==> src/rtl/spi_port_pkg.sv <==
`timescale 1ns/1ps
package spi_port_pkg;
    localparam int DATA_W = 16;
    localparam int ADDR_W = 3;

    localparam logic [ADDR_W-1:0] A_FORMAT   = 3'd0;
    localparam logic [ADDR_W-1:0] A_CONTROL  = 3'd1;
    localparam logic [ADDR_W-1:0] A_DATA     = 3'd2;
    localparam logic [ADDR_W-1:0] A_STATUS   = 3'd3;
    localparam logic [ADDR_W-1:0] A_PRESCALE = 3'd4;

    // Field order follows the bit positions software decodes.
    typedef struct packed {
        logic [7:0] rate;
        logic       cpha;
        logic       cpol;
        logic [1:0] fmt;
        logic [3:0] size_m1;
    } fmt_reg_t;

    typedef struct packed {
        logic out_off;
        logic slave;
        logic enable;
        logic loopback;
    } ctl_reg_t;
endpackage

==> src/rtl/spi_port_fifo.sv <==
`timescale 1ns/1ps
module spi_port_fifo #(
    parameter int W     = 16,
    parameter int DEPTH = 8
) (
    input  logic         clk,
    input  logic         rst_n,
    input  logic         push,
    input  logic [W-1:0] din,
    input  logic         pop,
    output logic [W-1:0] dout,
    output logic         full,
    output logic         empty
);
    localparam int PW = $clog2(DEPTH);
    localparam int CW = $clog2(DEPTH + 1);

    typedef struct packed {
        logic [PW-1:0] wp;
        logic [PW-1:0] rp;
        logic [CW-1:0] count;
    } fifo_st_t;

    fifo_st_t f_d, f_q;
    logic [W-1:0] mem [DEPTH];
    logic do_push, do_pop;

    assign full  = (f_q.count == CW'(DEPTH));
    assign empty = (f_q.count == '0);
    assign dout  = mem[f_q.rp];

    always_comb begin
        f_d     = f_q;
        do_push = push && !full;
        do_pop  = pop && !empty;
        if (do_push) f_d.wp = f_q.wp + 1'b1;
        if (do_pop)  f_d.rp = f_q.rp + 1'b1;
        if (do_push && !do_pop) f_d.count = f_q.count + 1'b1;
        else if (do_pop && !do_push) f_d.count = f_q.count - 1'b1;
    end

    always_ff @(posedge clk or negedge rst_n) begin
        if (!rst_n) f_q <= '0;
        else        f_q <= f_d;
    end

    always_ff @(posedge clk) begin
        if (do_push) mem[f_q.wp] <= din;
    end

    // occupancy never passes the depth
    assert_no_overflow_R9: assert property (@(posedge clk) disable iff (!rst_n)
        f_q.count <= CW'(DEPTH));
    // a push into a full queue without a pop leaves it full
    assert_full_hold_R9: assert property (@(posedge clk) disable iff (!rst_n)
        (full && push && !pop) |=> full);
endmodule

==> src/rtl/spi_port_shifter.sv <==
`timescale 1ns/1ps
module spi_port_shifter #(
    parameter int W = 16
) (
    input  logic         clk,
    input  logic         rst_n,
    input  logic         enable,
    input  logic         loopback,
    input  logic         cpol,
    input  logic         cpha,
    input  logic [3:0]   size_m1,
    input  logic [7:0]   rate,
    input  logic [7:0]   presc,
    input  logic         tx_valid,
    input  logic [W-1:0] tx_word,
    output logic         tx_pop,
    output logic         rx_push,
    output logic [W-1:0] rx_word,
    input  logic         miso,
    output logic         sclk,
    output logic         mosi,
    output logic         cs_n,
    output logic         active
);
    localparam int BW = $clog2(W + 1);

    typedef struct packed {
        logic          active;
        logic          cs_n;
        logic          sclk;
        logic          mosi;
        logic          half;
        logic [W-1:0]  tx_sr;
        logic [W-1:0]  rx_sr;
        logic [BW-1:0] bits_left;
        logic [15:0]   cnt;
    } shift_st_t;

    shift_st_t s_d, s_q;
    logic [15:0]   half_len;
    logic [BW-1:0] nbits;
    logic          start, miso_i;

    assign half_len = 16'(presc[7:1]) * (16'(rate) + 16'd1);
    assign nbits    = BW'(size_m1) + BW'(1);
    assign sclk     = s_q.sclk;
    assign mosi     = s_q.mosi;
    assign cs_n     = s_q.cs_n;
    assign active   = s_q.active;

    always_comb begin
        s_d     = s_q;
        tx_pop  = 1'b0;
        rx_push = 1'b0;
        start   = 1'b0;
        miso_i  = loopback ? s_q.mosi : miso;
        if (!s_q.active) begin
            s_d.sclk = cpol;
            s_d.cs_n = 1'b1;
            start    = enable && tx_valid;
        end else if (s_q.cnt == half_len - 16'd1) begin
            s_d.cnt  = '0;
            s_d.sclk = ~s_q.sclk;
            s_d.half = ~s_q.half;
            if (s_q.half == cpha) begin
                s_d.rx_sr = {s_q.rx_sr[W-2:0], miso_i};
            end else begin
                s_d.mosi  = s_q.tx_sr[W-1];
                s_d.tx_sr = {s_q.tx_sr[W-2:0], 1'b0};
            end
            if (s_q.half) begin
                s_d.bits_left = s_q.bits_left - 1'b1;
                if (s_q.bits_left == BW'(1)) begin
                    rx_push    = 1'b1;
                    s_d.active = 1'b0;
                    s_d.cs_n   = 1'b1;
                    start      = enable && tx_valid;
                end
            end
        end else begin
            s_d.cnt = s_q.cnt + 16'd1;
        end
        rx_word = s_d.rx_sr;
        if (start) begin
            tx_pop        = 1'b1;
            s_d.active    = 1'b1;
            s_d.cs_n      = 1'b0;
            s_d.cnt       = '0;
            s_d.half      = 1'b0;
            s_d.sclk      = cpol;
            s_d.bits_left = nbits;
            s_d.rx_sr     = '0;
            s_d.tx_sr     = tx_word << (BW'(W) - nbits);
            if (!cpha) begin
                s_d.mosi  = s_d.tx_sr[W-1];
                s_d.tx_sr = {s_d.tx_sr[W-2:0], 1'b0};
            end
        end
    end

    always_ff @(posedge clk or negedge rst_n) begin
        if (!rst_n) begin
            s_q      <= '0;
            s_q.cs_n <= 1'b1;
        end else begin
            s_q <= s_d;
        end
    end

    // with the idle level steady, an idle port holds the clock there
    assert_sclk_idle_R5: assert property (@(posedge clk) disable iff (!rst_n)
        (!s_q.active && $stable(cpol)) |-> (s_q.sclk == cpol));
    // select low exactly while a frame runs
    assert_cs_frame_R7: assert property (@(posedge clk) disable iff (!rst_n)
        s_q.active |-> !s_q.cs_n);
    assert_cs_idle_R7: assert property (@(posedge clk) disable iff (!rst_n)
        !s_q.active |-> s_q.cs_n);
    // a running frame always has between 1 and W bits left
    assert_bits_range_R6: assert property (@(posedge clk) disable iff (!rst_n)
        s_q.active |-> (s_q.bits_left != '0 && s_q.bits_left <= BW'(W)));
endmodule

==> src/rtl/spi_port.sv <==
`timescale 1ns/1ps
module spi_port
    import spi_port_pkg::*;
#(
    parameter int FIFO_DEPTH = 8
) (
    input  logic              clk,
    input  logic              rst_n,
    input  logic [ADDR_W-1:0] bus_addr,
    input  logic              bus_wr,
    input  logic              bus_rd,
    input  logic [DATA_W-1:0] bus_wdata,
    output logic [DATA_W-1:0] bus_rdata,
    output logic              spi_sclk,
    output logic              spi_mosi,
    input  logic              spi_miso,
    output logic              spi_cs_n
);
    typedef struct packed {
        fmt_reg_t   fmt;
        ctl_reg_t   ctl;
        logic [7:0] presc;
    } regs_t;

    regs_t r_d, r_q;
    logic tx_push, tx_pop, tx_full, tx_empty;
    logic rx_push, rx_pop, rx_full, rx_empty;
    logic busy, shift_active;
    logic [DATA_W-1:0] tx_head, rx_head, rx_word;
    logic [DATA_W-1:0] status;

    always_comb begin
        r_d     = r_q;
        tx_push = 1'b0;
        rx_pop  = bus_rd && (bus_addr == A_DATA) && !rx_empty;
        if (bus_wr) begin
            case (bus_addr)
                A_FORMAT: if (!r_q.ctl.enable) begin
                    r_d.fmt = fmt_reg_t'(bus_wdata);
                    if (bus_wdata[3:0] < 4'd3) r_d.fmt.size_m1 = 4'd3;
                end
                A_CONTROL: begin
                    if (!r_q.ctl.enable) r_d.ctl = ctl_reg_t'(bus_wdata[3:0]);
                    else                 r_d.ctl.enable = bus_wdata[1];
                end
                A_PRESCALE: if (!r_q.ctl.enable) begin
                    r_d.presc = (bus_wdata[7:1] == 7'd0) ? 8'd2 : {bus_wdata[7:1], 1'b0};
                end
                A_DATA:  tx_push = 1'b1;
                default: ;
            endcase
        end
    end

    always_ff @(posedge clk or negedge rst_n) begin
        if (!rst_n) begin
            r_q             <= '0;
            r_q.fmt.size_m1 <= 4'd7;
            r_q.presc       <= 8'd2;
        end else begin
            r_q <= r_d;
        end
    end

    assign busy   = shift_active || !tx_empty;
    assign status = {11'd0, busy, 1'b0, !rx_empty, !tx_full, 1'b0};

    always_comb begin
        case (bus_addr)
            A_FORMAT:   bus_rdata = r_q.fmt;
            A_CONTROL:  bus_rdata = {12'd0, r_q.ctl};
            A_DATA:     bus_rdata = rx_empty ? '0 : rx_head;
            A_STATUS:   bus_rdata = status;
            A_PRESCALE: bus_rdata = {8'd0, r_q.presc};
            default:    bus_rdata = '0;
        endcase
    end

    spi_port_fifo #(.W(DATA_W), .DEPTH(FIFO_DEPTH)) u_txq (
        .clk(clk), .rst_n(rst_n), .push(tx_push), .din(bus_wdata),
        .pop(tx_pop), .dout(tx_head), .full(tx_full), .empty(tx_empty));

    spi_port_fifo #(.W(DATA_W), .DEPTH(FIFO_DEPTH)) u_rxq (
        .clk(clk), .rst_n(rst_n), .push(rx_push), .din(rx_word),
        .pop(rx_pop), .dout(rx_head), .full(rx_full), .empty(rx_empty));

    spi_port_shifter #(.W(DATA_W)) u_shift (
        .clk(clk), .rst_n(rst_n),
        .enable(r_q.ctl.enable), .loopback(r_q.ctl.loopback),
        .cpol(r_q.fmt.cpol), .cpha(r_q.fmt.cpha),
        .size_m1(r_q.fmt.size_m1), .rate(r_q.fmt.rate), .presc(r_q.presc),
        .tx_valid(!tx_empty), .tx_word(tx_head), .tx_pop(tx_pop),
        .rx_push(rx_push), .rx_word(rx_word), .miso(spi_miso),
        .sclk(spi_sclk), .mosi(spi_mosi), .cs_n(spi_cs_n),
        .active(shift_active));

    // configuration holds steady while the port was enabled
    assert_lock_format_R8: assert property (@(posedge clk) disable iff (!rst_n)
        $past(r_q.ctl.enable) |-> $stable(r_q.fmt));
    assert_lock_presc_R8: assert property (@(posedge clk) disable iff (!rst_n)
        $past(r_q.ctl.enable) |-> $stable(r_q.presc));
    // prescale is even and non-zero
    assert_presc_even_R3: assert property (@(posedge clk) disable iff (!rst_n)
        (!r_q.presc[0] && r_q.presc != 8'd0));
    // no frame begins while disabled
    assert_no_start_R11: assert property (@(posedge clk) disable iff (!rst_n)
        (!$past(r_q.ctl.enable) && !$past(shift_active)) |-> !shift_active);
endmodule

==> config.mk <==
export PLATFORM = sky130hd
export DESIGN_NAME = spi_port
export DESIGN_NICKNAME = d
export VERILOG_FILES = /design/src/rtl/spi_port_pkg.sv /design/src/rtl/spi_port_fifo.sv /design/src/rtl/spi_port_shifter.sv /design/src/rtl/spi_port.sv
export SDC_FILE = /design/constraint.sdc
export NUM_CORES = 1
export LEC_CHECK = 0
export BUFFER_PORTS_ARGS = -buffer_cell sky130_fd_sc_hd__clkbuf_2
export CAP_MARGIN = 20
export CORE_MARGIN = 4
export CORE_UTILIZATION = 40
export DETAILED_ROUTE_END_ITERATION = 10
export HOLD_SLACK_MARGIN = 0.05
export PLACE_DENSITY = 0.58
export SETUP_SLACK_MARGIN = 0.15
export SKIP_LAST_GASP = 1
export SYNTH_ARGS = -nofsm -noshare
export SYNTH_HDL_FRONTEND = slang
export SYNTH_SLANG_ARGS = --single-unit
==> constraint.sdc <==
create_clock -name clk -period 19 [get_ports clk]
set_input_delay 0.95 -clock clk [delete_from_list [all_inputs] [get_ports clk]]
set_output_delay 0.95 -clock clk [all_outputs]
set_load 0.01 [all_outputs]
Word level (Yosys, flattened, before mapping)
Memories as Yosys holds them, arrays and structs flattened.
Index checks and enable logic that the tools add are counted.
{"block": "word_totals", "reg_bits": 106, "latch_bits": 0, "mem_bits_rw": 256, "mem_bits_ro": 0, "input_bits": 24, "out_inout_bits": 19, "word_cells": 135, "n_memories": 2}
{"name": "u_rxq.mem", "depth": 8, "width": 16, "rd": 1, "rd_clocked_by_memory_dff": 0, "write_ports": 1, "line_no": "spi_port_fifo.sv:25", "source": "logic [W-1:0] mem [DEPTH];"}
{"name": "u_txq.mem", "depth": 8, "width": 16, "rd": 1, "rd_clocked_by_memory_dff": 0, "write_ports": 1, "line_no": "spi_port_fifo.sv:25"}
{"block": "op_classes", "addsub": 14, "mul": 1, "div": 0, "order_cmp": 1, "eq_ne": 13, "shifts": 1, "muxes": 38, "n_bitwise": 3, "reduce_logical": 37}
{"cell": "16-bit two-way mux", "n": 5}
{"cell": "16-bit one-hot mux with 5 select lines", "n": 1}
{"cell": "58-bit two-way mux", "n": 1}
{"cell": "55-bit two-way mux", "n": 1}
{"cell": "42-bit two-way mux", "n": 1}
{"cell": "4-bit two-way mux", "n": 5}
{"cell": "1-bit two-way mux", "n": 19}
{"cell": "3-bit AND reduction", "n": 6}
{"cell": "16-bit by 1-bit adder with 16-bit output, second input constant", "n": 1}
{"cell": "16-bit equality test", "n": 1}
{"cell": "7-bit by 16-bit multiplier with 16-bit output", "n": 1}
{"cell": "16-bit by 5-bit << shifter with 16-bit output", "n": 1}
{"cell": "16-bit by 1-bit subtractor with 16-bit output, second input constant", "n": 1}
{"cell": "3-bit by 1-bit adder with 3-bit output, second input constant", "n": 4}
{"cell": "1-bit logical AND", "n": 11}
{"cell": "2-bit nonzero test", "n": 5}
{"cell": "8-bit by 1-bit adder with 9-bit output, second input constant", "n": 1}
{"cell": "3-bit != test, second input constant", "n": 3}
{"cell": "4-bit by 1-bit adder with 4-bit output, second input constant", "n": 2}
{"cell": "4-bit equality test, second input constant", "n": 2}
{"cell": "1-bit zero test", "n": 8}
{"cell": "4-bit zero test", "n": 2}
{"cell": "8-bit two-way mux", "n": 1}
{"cell": "4-bit by 1-bit subtractor with 4-bit output, second input constant", "n": 2}
{"cell": "other kinds (17)", "n": 23}

Longest topological paths before layout
{"block": "depth", "depth_word": 12, "ltp_mapped": 31, "depth_no_buf": 29}

Hierarchy
Synthesis repeated with hierarchy kept, for this count alone.
{"block": "hier_totals", "cells_unflattened": 1390, "area_unflattened_um2": 19223.4}
{"module": "spi_port_fifo", "n_inst": 2, "cells_each": 250, "area_each_um2": 5564.1, "seq_area_each_um2": 4093.9}
{"module": "spi_port_shifter", "n_inst": 1, "cells_each": 767, "area_each_um2": 6568.8, "seq_area_each_um2": 1452.6}
{"module": "spi_port", "n_inst": 1, "cells_each": 123, "area_each_um2": 1526.5, "seq_area_each_um2": 680.7}

Worst setup path before layout
Ideal clock, no wire load.
{"block": "synth_timing", "path_kind": "flip-flop to flip-flop", "start": "reg r_q[21] (netlist name)", "end": "mem u_rxq.mem[0][0] (enable)", "setup_time_ns": 0.436, "t_arrival_ns": 7.132, "required_time_ns": 18.564, "path_slack_ns": 11.432, "stages_incl_launch_ff": 22, "path_buffers": 1, "period_less_slack_ns": 7.568, "path_cell_list": "dfrtp_1 -> ha_1 -> nand3_1 -> xnor2_1 -> nand2_1 -> fa_1 -> inv_1 -> fa_1 -> inv_1 -> fa_1 -> fa_1 -> inv_1 -> ha_1 -> and2_1 -> a221o_1 -> o21ai_0 -> o21ai_0 -> or4_1 -> nor4_1 -> and4b_1 -> buf_2 -> nor4b_1"}
{"block": "synth_via", "elab_chain_cells": 9}
{"element": "start: declaration", "line_no": "spi_port.sv:25", "source": "regs_t r_d, r_q;"}
{"element": "start signal: assignment", "line_no": "spi_port.sv:61", "source": "r_q <= r_d;"}
{"element": "8-bit by 1-bit adder with 9-bit output", "line_no": "spi_port_shifter.sv:44", "source": "assign half_len = 16'(presc[7:1]) * (16'(rate) + 16'd1);"}
{"element": "7-bit by 16-bit multiplier with 16-bit output", "line_no": "spi_port_shifter.sv:44"}
{"element": "16-bit by 1-bit subtractor with 16-bit output", "line_no": "spi_port_shifter.sv:61", "source": "end else if (s_q.cnt == half_len - 16'd1) begin"}
{"element": "16-bit equality test", "line_no": "spi_port_shifter.sv:61"}
{"element": "1-bit two-way mux", "line_no": "spi_port_shifter.sv:61"}
{"element": "1-bit two-way mux", "line_no": "spi_port_shifter.sv:57", "source": "if (!s_q.active) begin"}
{"element": "1-bit logical AND", "line_no": "spi_port_fifo.sv:34", "source": "do_push = push && !full;"}
{"element": "named net u_rxq.do_push", "line_no": "spi_port_fifo.sv:26", "source": "logic do_push, do_pop;"}
{"element": "1-bit two-way mux", "line_no": "spi_port_fifo.sv:48", "source": "if (do_push) mem[f_q.wp] <= din;"}
{"element": "1-bit two-way mux (implied by the code)", "line_no": "spi_port_fifo.sv:48"}
{"element": "end: declaration", "line_no": "spi_port_fifo.sv:25"}
The timed path passes the listed nets, and every way through them passes these cells.

Worst setup path in the final report
{"block": "layout_timing", "start": "reg r_q[20] (netlist name)", "end": "reg u_txq.f_q[3] (netlist name)"}
{"block": "layout_via", "elab_chain_cells": 11, "word_cells_on_any_way": 13, "cone_classes": "2 x add/sub; 1 x mul; 1 x eq/ne; 4 x mux; 5 x reduce/logical"}
{"element": "8-bit by 1-bit adder with 9-bit output *", "line_no": "spi_port_shifter.sv:44"}
{"element": "7-bit by 16-bit multiplier with 16-bit output *", "line_no": "spi_port_shifter.sv:44"}
{"element": "16-bit by 1-bit subtractor with 16-bit output *", "line_no": "spi_port_shifter.sv:61"}
{"element": "16-bit equality test *", "line_no": "spi_port_shifter.sv:61"}
{"element": "1-bit two-way mux *", "line_no": "spi_port_shifter.sv:61"}
{"element": "1-bit two-way mux *", "line_no": "spi_port_shifter.sv:57"}
{"element": "1-bit two-way mux *", "line_no": "spi_port_shifter.sv:84", "source": "if (start) begin"}
{"element": "1-bit logical AND *", "line_no": "spi_port_fifo.sv:35", "source": "do_pop = pop && !empty;"}
{"element": "1-bit zero test", "line_no": "spi_port_fifo.sv:38", "source": "if (do_push && !do_pop) f_d.count = f_q.count + 1'b1;"}
{"element": "1-bit logical AND", "line_no": "spi_port_fifo.sv:38"}
{"element": "4-bit two-way mux or 2-bit nonzero test (tied branches)"}
{"element": "end signal: assignment", "line_no": "spi_port_fifo.sv:43", "source": "if (!rst_n) f_q <= '0;"}
{"element": "end signal: assignment", "line_no": "spi_port_fifo.sv:44", "source": "else f_q <= f_d;"}
{"element": "end: declaration", "line_no": "spi_port_fifo.sv:24", "source": "fifo_st_t f_d, f_q;"}
Mark *: on every way between the ends. The rest lies on a longest branch, timed or not.
A chain may end at the register's enable or synchronous reset.

==> reports/results.ini <==
[clocking]
clk_pin_slew_ns=0.07
clock_sinks=361
cts_resized=0
cts_root_buf=clkbuf_16
worstSkewPairLatency_ns=0.54
cts_tree=yes
post_cts_buffers=0
ctsHoldBuffers=0
cts_made_buffers=39
h-tree-depth=2
clockBufferDepth=3

[power_and_ir_drop]
p_leak_nw=7.59
peakVddDrop_v=0.000229
power_w=0.00382
power.density_mw_per_mm2=184

[global_routing]
grt_pass1_vias=11100
grt_pass1_wl_mm=66.0
antenna_found_initial=1
grt_start_max_net_pins=72
grt-ovfl-total=0
track_usage_pct=16.8

[hold_path]
hp-class=in2async

[sta]
layout_min_cycle_time_ns=8.55
rsz0062_at_grt=no
relSlewSlack_pct=26.7
drv_slew=0
setup_tns_ns=0
finalSetupViolCount=0
hold_viol_final=0
fmax_ghz=0.117
setup_ws_ns=10.45
fin_crit_sh_pct=45.0
tightest_slew_ns=1.10
finalClockSkew_ns=0.0141

[worst_setup_path]
worst-path-stages=28
end_kind=flop
worstPathMaxFanout=36
timing.rr.end=u_txq.f_q[3]
crit_type=reg2reg
crit_path_top_delay_cell=a21o_1
cp_top_family=adder cells
startpoint_type=flop
rr_startpoint=r_q[20]
cp.arrival_ns=8.96
cp_num_buf_inv=4
rrSetupSlack_ns=10.45
crit_required_ns=19.41
slowest_delay_ns=0.66
rr_worst_depth=28

[layout]
nNetsFinal=1512
syn_to_final_growth_pct=11.9
n_antenna_cell=0
fin_util_pct=45.5
drive_gt1_share_pct=19.9

[floorplan]
rows=78
dieArea_mm2=0.0499
pin_count=43
chipHeight_um=223
start_util_pct=40.7
die_width_um=223
coreArea_mm2=0.0456

[synthesis]
ys.flop_type=edfxtp_1
syn_nets=1470
yosys.area.top_type_share_pct=41.4
synthCells=1352
synthDistinctLibCells=73
synth_warnings=0
syn_area_mm2=0.0186
synth.largest_area_cell=edfxtp_1
yosysSeqAreaShare_pct=55.6
synth_edf_count=256
synth.area.top_cells=edfxtp_1 (41%), dfrtp_1 (13%), mux4_2 (8.5%)
avgSynthCellArea_um2=13.7
synth_seq_cells=361
ys_async_sr_fraction_pct=29.1

[route]
routed_wl_mm=42.0
wl_per_cell_um=20.7
drtIter0Drc=996
via_per_inst=5.47
vias=11100
dr.pass1.iters=5
post-route-drc-count=0
drtAntennaViolNets=0

[place]
place_ws_ns=10.47
gp_congestion=0.854
hpwl_mm=28.6
port_buffers=42

[outcome]
outcome=complete, no violations

[run]
drv_cap=0

-- cell usage in the layout, fill, tap and decap left out, types with 42 or more instances in the layout --
cell,n
nor2_1,50
mux2i_1,55
dfrtp_1,97
a21oi_1,42
inv_1,79
edfxtp_1,256
o21ai_0,64
ha_1,53
mux2_2,53
mux4_2,70
nand2_1,103
-- logic make-up after synthesis --
kind of cell,share of synthesized area (%)
xor+xnor,2.27
buf+inv,3.20
fa+ha+maj,8.00
mux,15.3
flops,55.6
simple gates,8.90
compound gates,6.66
-- flip-flops by register name, summed over array words and instances, names as in the netlist --
| register | flops |
|---|---|
| u_txq.f_q | 10 |
| r_q | 27 |
| u_shift.mosi | 1 |
| u_rxq.mem | 128 |
| u_shift.sclk | 1 |
| u_shift.cs_n | 1 |
| u_shift.s_q | 54 |
| u_rxq.f_q | 10 |
| u_shift.active | 1 |
| u_txq.mem | 128 |
-- metrics by stage --
step / hold WS, ns / cell area (um^2) / instances
after CTS: 0.384 / 20800 / 2024
after global routing: 0.405 / 20800 / 2024
after floorplan: 0.454 / 18600 / 1352
after detailed placement: 0.484 / 19500 / 1953
after global placement: 0.481 / 19500 / 1953
final: 0.373 / 20800 / 2024
-- worst reg2reg max path: cells and delay by family (launching register included) --
| family | cells | cell delay (ns) |
|---|---|---|
| AO/OA/AOI/OAI | 6 | 1.80 |
| XOR/XNOR | 3 | 0.74 |
| adder cells (fa/ha/maj) | 8 | 3.25 |
| buffers and inverters | 4 | 0.91 |
| flip-flops | 1 | 0.53 |
| AND/OR/NAND/NOR | 7 | 1.22 |
-- final cells by class --
cell class                      instances  area (um^2)
Clock buffer                           49         1040
Timing Repair Buffer                   66          393
Multi-Input combinational cell        846         7710
Clock inverter                         22          233
Inverter                               80          300
Sequential cell                       361        10300
Fill cell                            4019        24800
Tap cell                              600          751
-- cells in the mapped netlist, types with 8 or more instances --
library cell	instances
o21ai_0	64
nand2b_1	20
ha_1	53
a21oi_1	42
xnor2_1	32
and3_1	17
fa_1	41
edfxtp_1	256
nand2_1	103
inv_1	79
mux2i_1	55
a211oi_1	8
and2_1	39
buf_1	8
o22ai_1	18
nor3_1	14
nor2_1	50
xor2_1	16
nor2b_1	10
mux4_2	70
clkbuf_1	44
nand3_1	22
mux2_4	8
dfrtp_1	100
a21o_1	9
mux2_2	53
-- power by group --
part / switching (W) / leakage, nW / internal, W
sequential: 0.0000979 / 3.52 / 0.000903
clock: 0.000308 / 0.626 / 0.000447
combinational: 0.00115 / 3.44 / 0.000911
total: 0.00156 / 7.59 / 0.00226
-- worst max-delay path by stage --
stage	startpoint	endpoint
final	r_q[20]	u_txq.f_q[3]
after global routing	r_q[20]	u_txq.f_q[3]
after CTS	r_q[20]	u_txq.f_q[3]
after detailed placement	r_q[20]	u_txq.f_q[3]
after global placement	r_q[20]	u_txq.f_q[3]
after floorplan	r_q[21]	u_rxq.mem[0][0]
-- per-layer routing --
layer | global-route usage [%] | routed length (um) | vias to the layer above | share of wire (%)
met1 | 23.5 | 18800 | 5640 | 45
met3 | 3.12 | 2100 | 54 | 5.0
met2 | 27.6 | 20400 | 251 | 49
li1 | - | - | 5124 | -
met5 | 0 | 13 | - | 0.031
met4 | 3.72 | 700 | 2 | 1.7
(Power assumes the default switching activity.)
